## config.mk

```make
export PLATFORM = sky130hd
export DESIGN_NAME = i2c_irq_unit
export DESIGN_NICKNAME = d
export VERILOG_FILES = /design/src/rtl/i2c_irq_unit.sv
export SDC_FILE = /design/constraint.sdc
export NUM_CORES = 1
export LEC_CHECK = 0
export BUFFER_PORTS_ARGS = -buffer_cell sky130_fd_sc_hd__buf_2
export CAP_MARGIN = 5
export CORE_ASPECT_RATIO = 1.75
export CORE_MARGIN = 10
export CORE_UTILIZATION = 50
export CTS_BUF_LIST = sky130_fd_sc_hd__clkbuf_4
export CTS_CLUSTER_DIAMETER = 50
export DETAILED_ROUTE_END_ITERATION = 10
export GPL_ROUTABILITY_DRIVEN = 1
export MAX_ROUTING_LAYER = met4
export PLACE_DENSITY_LB_ADDON = 0.1
export SLEW_MARGIN = 40
export SYNTH_ARGS = -nofsm -noshare
export SYNTH_HDL_FRONTEND = slang
export SYNTH_SLANG_ARGS = --single-unit
```

## constraint.sdc

```tcl
create_clock -name clk -period 1.9 [get_ports clk]
set_input_delay 0.095 -clock clk [delete_from_list [all_inputs] [get_ports clk]]
set_output_delay 0.095 -clock clk [all_outputs]
set_load 0.02 [all_outputs]
```

## src/rtl/i2c_irq_unit.sv

```systemverilog
module i2c_irq_unit #(
  parameter int LVL_W      = 5,
  parameter int ABRT_W     = 16,
  parameter int DATA_W     = 16,
  parameter int ADDR_W     = 5,
  parameter int RX_THR_RST = 0,
  parameter int TX_THR_RST = 0
) (
  input  logic              clk,
  input  logic              rst_n,
  input  logic [11:0]       evt_i,
  input  logic [ABRT_W-1:0] abort_src_i,
  input  logic [LVL_W-1:0]  tx_level_i,
  input  logic [LVL_W-1:0]  rx_level_i,
  input  logic              rd_en_i,
  input  logic              wr_en_i,
  input  logic [ADDR_W-1:0] addr_i,
  input  logic [DATA_W-1:0] wdata_i,
  output logic [DATA_W-1:0] rdata_o,
  output logic              irq_o
);
  localparam int NSRC = 12;
  localparam logic [NSRC-1:0] LIVE   = 12'h014;
  localparam logic [NSRC-1:0] STICKY = ~LIVE;
  localparam int ABT_BIT = 6;
  localparam logic [ADDR_W-1:0] A_RAW    = ADDR_W'(0);
  localparam logic [ADDR_W-1:0] A_MASK   = ADDR_W'(1);
  localparam logic [ADDR_W-1:0] A_PEND   = ADDR_W'(2);
  localparam logic [ADDR_W-1:0] A_RXTHR  = ADDR_W'(3);
  localparam logic [ADDR_W-1:0] A_TXTHR  = ADDR_W'(4);
  localparam logic [ADDR_W-1:0] A_CLRALL = ADDR_W'(5);
  localparam logic [ADDR_W-1:0] A_CLRABT = ADDR_W'(6);
  localparam logic [ADDR_W-1:0] A_ABTSRC = ADDR_W'(7);
  localparam int CLR_BASE = 8;

  logic [NSRC-1:0]   sticky_q, mask_q, clr, raw;
  logic [LVL_W-1:0]  rxthr_q, txthr_q;
  logic [ABRT_W-1:0] abt_q;

  wire rx_full    = rx_level_i > rxthr_q;
  wire tx_empty   = tx_level_i <= txthr_q;
  wire clr_all_rd = rd_en_i && addr_i == A_CLRALL;
  wire clr_abt_rd = rd_en_i && addr_i == A_CLRABT;
  wire unused_ok  = ^wdata_i;

  assign raw   = (sticky_q & STICKY) | {7'b0, tx_empty, 1'b0, rx_full, 2'b0};
  assign irq_o = |(raw & mask_q);

  always_comb begin
    clr = {NSRC{clr_all_rd}};
    clr[ABT_BIT] = clr[ABT_BIT] | clr_abt_rd;
    for (int i = 0; i < NSRC; i++)
      if (rd_en_i && i != ABT_BIT && addr_i == ADDR_W'(CLR_BASE + i))
        clr[i] = 1'b1;
  end

  always_ff @(posedge clk or negedge rst_n) begin
    if (!rst_n) begin
      sticky_q <= '0;
      abt_q    <= '0;
    end else begin
      sticky_q <= ((sticky_q & ~clr) | evt_i) & STICKY;
      if (evt_i[ABT_BIT])
        abt_q <= (clr_abt_rd ? '0 : abt_q) | abort_src_i;
      else if (clr_abt_rd)
        abt_q <= '0;
    end
  end

  always_ff @(posedge clk or negedge rst_n) begin
    if (!rst_n) begin
      mask_q  <= '0;
      rxthr_q <= LVL_W'(RX_THR_RST);
      txthr_q <= LVL_W'(TX_THR_RST);
    end else if (wr_en_i) begin
      case (addr_i)
        A_MASK:  mask_q  <= wdata_i[NSRC-1:0];
        A_RXTHR: rxthr_q <= wdata_i[LVL_W-1:0];
        A_TXTHR: txthr_q <= wdata_i[LVL_W-1:0];
        default: ;
      endcase
    end
  end

  always_comb begin
    rdata_o = '0;
    if (rd_en_i) begin
      case (addr_i)
        A_RAW, A_CLRALL: rdata_o = DATA_W'(raw);
        A_MASK:          rdata_o = DATA_W'(mask_q);
        A_PEND:          rdata_o = DATA_W'(raw & mask_q);
        A_RXTHR:         rdata_o = DATA_W'(rxthr_q);
        A_TXTHR:         rdata_o = DATA_W'(txthr_q);
        A_ABTSRC, A_CLRABT: rdata_o = DATA_W'(abt_q);
        default:
          for (int i = 0; i < NSRC; i++)
            if (addr_i == ADDR_W'(CLR_BASE + i)) rdata_o = DATA_W'(raw[i]);
      endcase
    end
  end


  evt_sticks_chk: assert property (@(posedge clk) disable iff (!rst_n)
    ((evt_i & STICKY) != '0) |=> ((raw & $past(evt_i & STICKY)) == $past(evt_i & STICKY)));


  sticky_hold_chk: assert property (@(posedge clk) disable iff (!rst_n)
    (!rd_en_i && (evt_i & STICKY) == '0) |=> ((raw & STICKY) == $past(raw & STICKY)));


  irq_masked_chk: assert property (@(posedge clk) disable iff (!rst_n)
    (mask_q == '0) |-> !irq_o);


  clr_all_chk: assert property (@(posedge clk) disable iff (!rst_n)
    (clr_all_rd && (evt_i & STICKY) == '0) |=> ((raw & STICKY) == '0));


  abt_clr_chk: assert property (@(posedge clk) disable iff (!rst_n)
    (clr_abt_rd && !evt_i[ABT_BIT]) |=> (abt_q == '0 && !raw[ABT_BIT]));
endmodule

```

==> qor.txt <==
YOSYS
-------------------------------------------------------------------------------------
FFs w/ async S/R, synth ................................................         100%
Netlist Area Pre-Place .................................................  0.00290 mm2
Share of the yosys chip area belonging to registers ....................        41.4%
Yosys warning count ....................................................            0
Most frequent cells after synthesis .................................... 48 x dfrtp_1, 22 x nor2_1, 20 x nand2_1
Main synth FF type .....................................................      dfrtp_1
FF+latch count, synth ..................................................           48
Post-synthesis cell count ..............................................          288
Most used standard cell by instance count after synthesis ..............      dfrtp_1
Average cell area after synthesis ......................................     10.1 um2
Net count after synthesis ..............................................          361
Count of unique library cells instantiated by Yosys ....................           49
Synth area leaders ..................................................... dfrtp_1 41%, mux2_2 7.0%, a22o_1 5.7%
Portion of synthesized cell area occupied by the leading cell type .....        41.4%
Post-synth EDFFs .......................................................            0
Synth area leader ......................................................      dfrtp_1

SETUP PATH
-------------------------------------------------------------------------------------
Cells traversed along the worst timing path ............................ inv_2 -> ha_4 -> a211oi_2 -> nor2_1 -> o32a_1 -> o21ai_2 -> a211oi_1 -> o211ai_1 -> buf_4
Critical path class ....................................................      reg2out
Number of cells on the worst reg-to-reg path ...........................            3
Critical register-to-register path startpoint ..........................   txthr_q[3]
Capturing point of the worst reg2reg path ..............................   txthr_q[3]
Kind of end point of the critical path .................................   output pin
Required time at the endpoint of the critical path .....................      1.80 ns
CP arrival .............................................................      2.27 ns
Worst-path fanout max ..................................................            2
Startpoint class of the critical path ..................................     register
Slowest stage cell, crit path ..........................................      dfrtp_1
Count of buffer and inverter cells on the critical path ................            2
Gate family responsible for the most delay along the worst path ........ compound AO/OA/AOI/OAI gates
Register-to-register setup slack .......................................      0.89 ns
Stage delay of the slowest cell on the critical path ...................      0.41 ns

DRT
-------------------------------------------------------------------------------------
WL/cell ................................................................      19.3 um
Total via count in the routed design ...................................        2,892
Count of routing violations after the opening detailed-route iteration .          219
Total iterations of the first detailed-routing run .....................            5
Antenna Nets Post-Route ................................................            0
Total detailed-routing wirelength ......................................      9460 um
Remaining DRCs .........................................................            0
DR vias/cell ...........................................................         5.89

FLOORPLAN
-------------------------------------------------------------------------------------
Total Die Area .........................................................  0.00936 mm2
Row count ..............................................................           36
Die Height .............................................................       121 um
Die Wd .................................................................      77.6 um
Initial cell density of the core .......................................        51.9%
Core area ..............................................................  0.00559 mm2
IO Count ...............................................................           80

PLACEMENT
-------------------------------------------------------------------------------------
Worst slack at placement ...............................................   -0.0972 ns
Post-placement cell count ..............................................          443
Total of buffers placed on input and output ports ......................           73
Global placement routability congestion ................................        0.951
Detail Placement HPWL ..................................................      6880 um

GLOBAL ROUTING
-------------------------------------------------------------------------------------
Number of antenna violations at the first check in global routing ......            0
Congestion Overflow GR .................................................            0
Pin count of the biggest net entering global routing ...................           49
Vias in the first global route .........................................        3,033
Global-route wire length before repair .................................    15,100 um
Total routing usage reported by global routing .........................        20.5%

RUN STATUS
-------------------------------------------------------------------------------------
Violations in the final reports ........................................ negative setup slack
Result of the run ...................................................... complete, but fails checks

STA
-------------------------------------------------------------------------------------
Final Skew .............................................................         0 ns
Number of failing setup endpoints in the final timing report ...........            4
Crit path time final ...................................................      2.36 ns
Final Hold Violating Endpoints .........................................            0
Slew HR ................................................................        59.1%
Measured slew at the worst slew-check pin ..............................     0.614 ns
Final period utilization ...............................................         124%
Max-slew violation total from the final report .........................            0
Smallest hold slack ....................................................    0.0102 ns
Achievable clock frequency .............................................      423 MHz
Worst setup margin .....................................................    -0.462 ns
Setup repair after global routing missed its margin ....................          yes

CTS
-------------------------------------------------------------------------------------
Deepest clock path buffer count ........................................            2
# clock sinks ..........................................................           48
Clock tree from TritonCTS ..............................................         done
Number of H-tree branching levels ......................................            2
Source-to-sink clock delay at the later pin of the worst-skew pair .....      0.36 ns
Total CTS buffers ......................................................            5
Clock-pin slew of the registers on the worst-case setup and hold paths .      0.14 ns
Clock root buffer ......................................................     clkbuf_4

FINISH
-------------------------------------------------------------------------------------
Fin cells ..............................................................          491
Number of inserted diodes ..............................................            0
Area growth syn-to-layout ..............................................        36.9%
Number of nets in the final layout .....................................          487
Ratio of cells with drive above 1 in the final layout ..................        35.7%

PWR
-------------------------------------------------------------------------------------
Maximum vdd drop .......................................................       426 uV
Power density over the cells ...........................................   615 mW/mm2
Reported leakage power .................................................      1.92 nW

HOLD PATH
-------------------------------------------------------------------------------------
Hold worst-path end ....................................................    mask_q[4]
Worst Min Path Start ...................................................   wdata_i[4]
Hold Crit Depth ........................................................            2
Class of the most critical hold timing path ............................       in2reg

FLOW RUN
-------------------------------------------------------------------------------------
# Max-Cap Violations ...................................................            0

per-layer routing:
metal	vias to the layer above	GRT usage (%)	wire length, um
li1	1337	-	-
met1	1409	21.7	3520
met2	118	37.1	5160
met3	28	3.26	438
met4	0	8.14	343
met5	-	-	0
flip-flops by register name, indices dropped and copies added (netlist names):
register and count:
abt_q 16, mask_q 12, sticky_q 10, rxthr_q 5
txthr_q 5
report_power, final:
group	total [mW]	internal (mW)	leakage, nW	switching, mW
registers	1.22	1.13	0.515	0.0947
logic	0.734	0.394	1.37	0.340
clock network	0.481	0.144	0.0330	0.337
final cells by class:
cell class | instances | area [um2]
Sequential cell | 48 | 1200
Clock inverter | 3 | 17.5
Tap cell | 76 | 95.1
Inverter | 17 | 66.3
Clock buffer | 5 | 37.5
Fill cell | 469 | 1620
Multi-Input combinational cell | 204 | 1590
Timing Repair Buffer | 138 | 960
cell usage in the layout (no fill, tap or decap), drive strengths merged, types with 2 or more instances in the layout:
cell type / n
a21o: 16
nand2b: 3
nand3b: 4
nand3: 5
clkinv: 2
and2b: 2
inv: 18
dlygate4sd3: 37
a31o: 6
dfrtp: 48
a22oi: 8
and3: 6
a22o: 19
ha: 10
buf: 101
nand4b: 2
a222oi: 7
xor2: 2
nor2: 22
nand4: 4
nand2: 21
o211ai: 2
a21oi: 2
a221oi: 4
nor3: 4
mux2i: 3
a31oi: 4
o21ai: 10
clkbuf: 5
mux2: 23
a211oi: 3
through the flow:
| step | total power, mW | utilization [%] | TNS (ns) | instance area, um2 |
|---|---|---|---|---|
| after floorplan | 1.59 | - | 0 | 2920 |
| after global placement | 1.84 | 62.1 | -0.0477 | 3470 |
| after detailed placement | 1.87 | 62.1 | -0.0972 | 3470 |
| after CTS | 2.42 | 69.8 | -1.48 | 3900 |
| after global routing | 2.58 | 71.1 | -2.13 | 3970 |
| final | 2.44 | 71.1 | -1.61 | 3970 |
what timing repair did:
action,4_1_cts,5_1_grt
pin swaps,8,2
endpoints found under the setup margin,4,4
hold endpoints to repair,84,4
gates resized for setup,7,8
hold buffers,35,2
setup buffers,1,2
how the worst max path moves through the flow:
stage	start	to	slack [ns]	cells past startpoint
after CTS	txthr_q[2]	rdata_o[0]	-0.44	9
after detailed placement	rxthr_q[4]	rdata_o[0]	-0.1	9
after global placement	rxthr_q[4]	rdata_o[0]	-0.05	9
after global routing	txthr_q[2]	rdata_o[0]	-0.59	9
after floorplan	txthr_q[2]	rdata_o[0]	0.004	8
final	txthr_q[2]	rdata_o[0]	-0.46	9
logic make-up after synthesis:
family / synth area share (%)
buffers and inverters: 5.61
flip-flops: 41.4
multiplexers: 9.97
AO/OA/AOI/OAI: 23.5
XOR/XNOR: 0.907
adder cells (fa/ha/maj): 4.32
AND/OR/NAND/NOR: 14.2
Power figures use the tool's default switching activity.
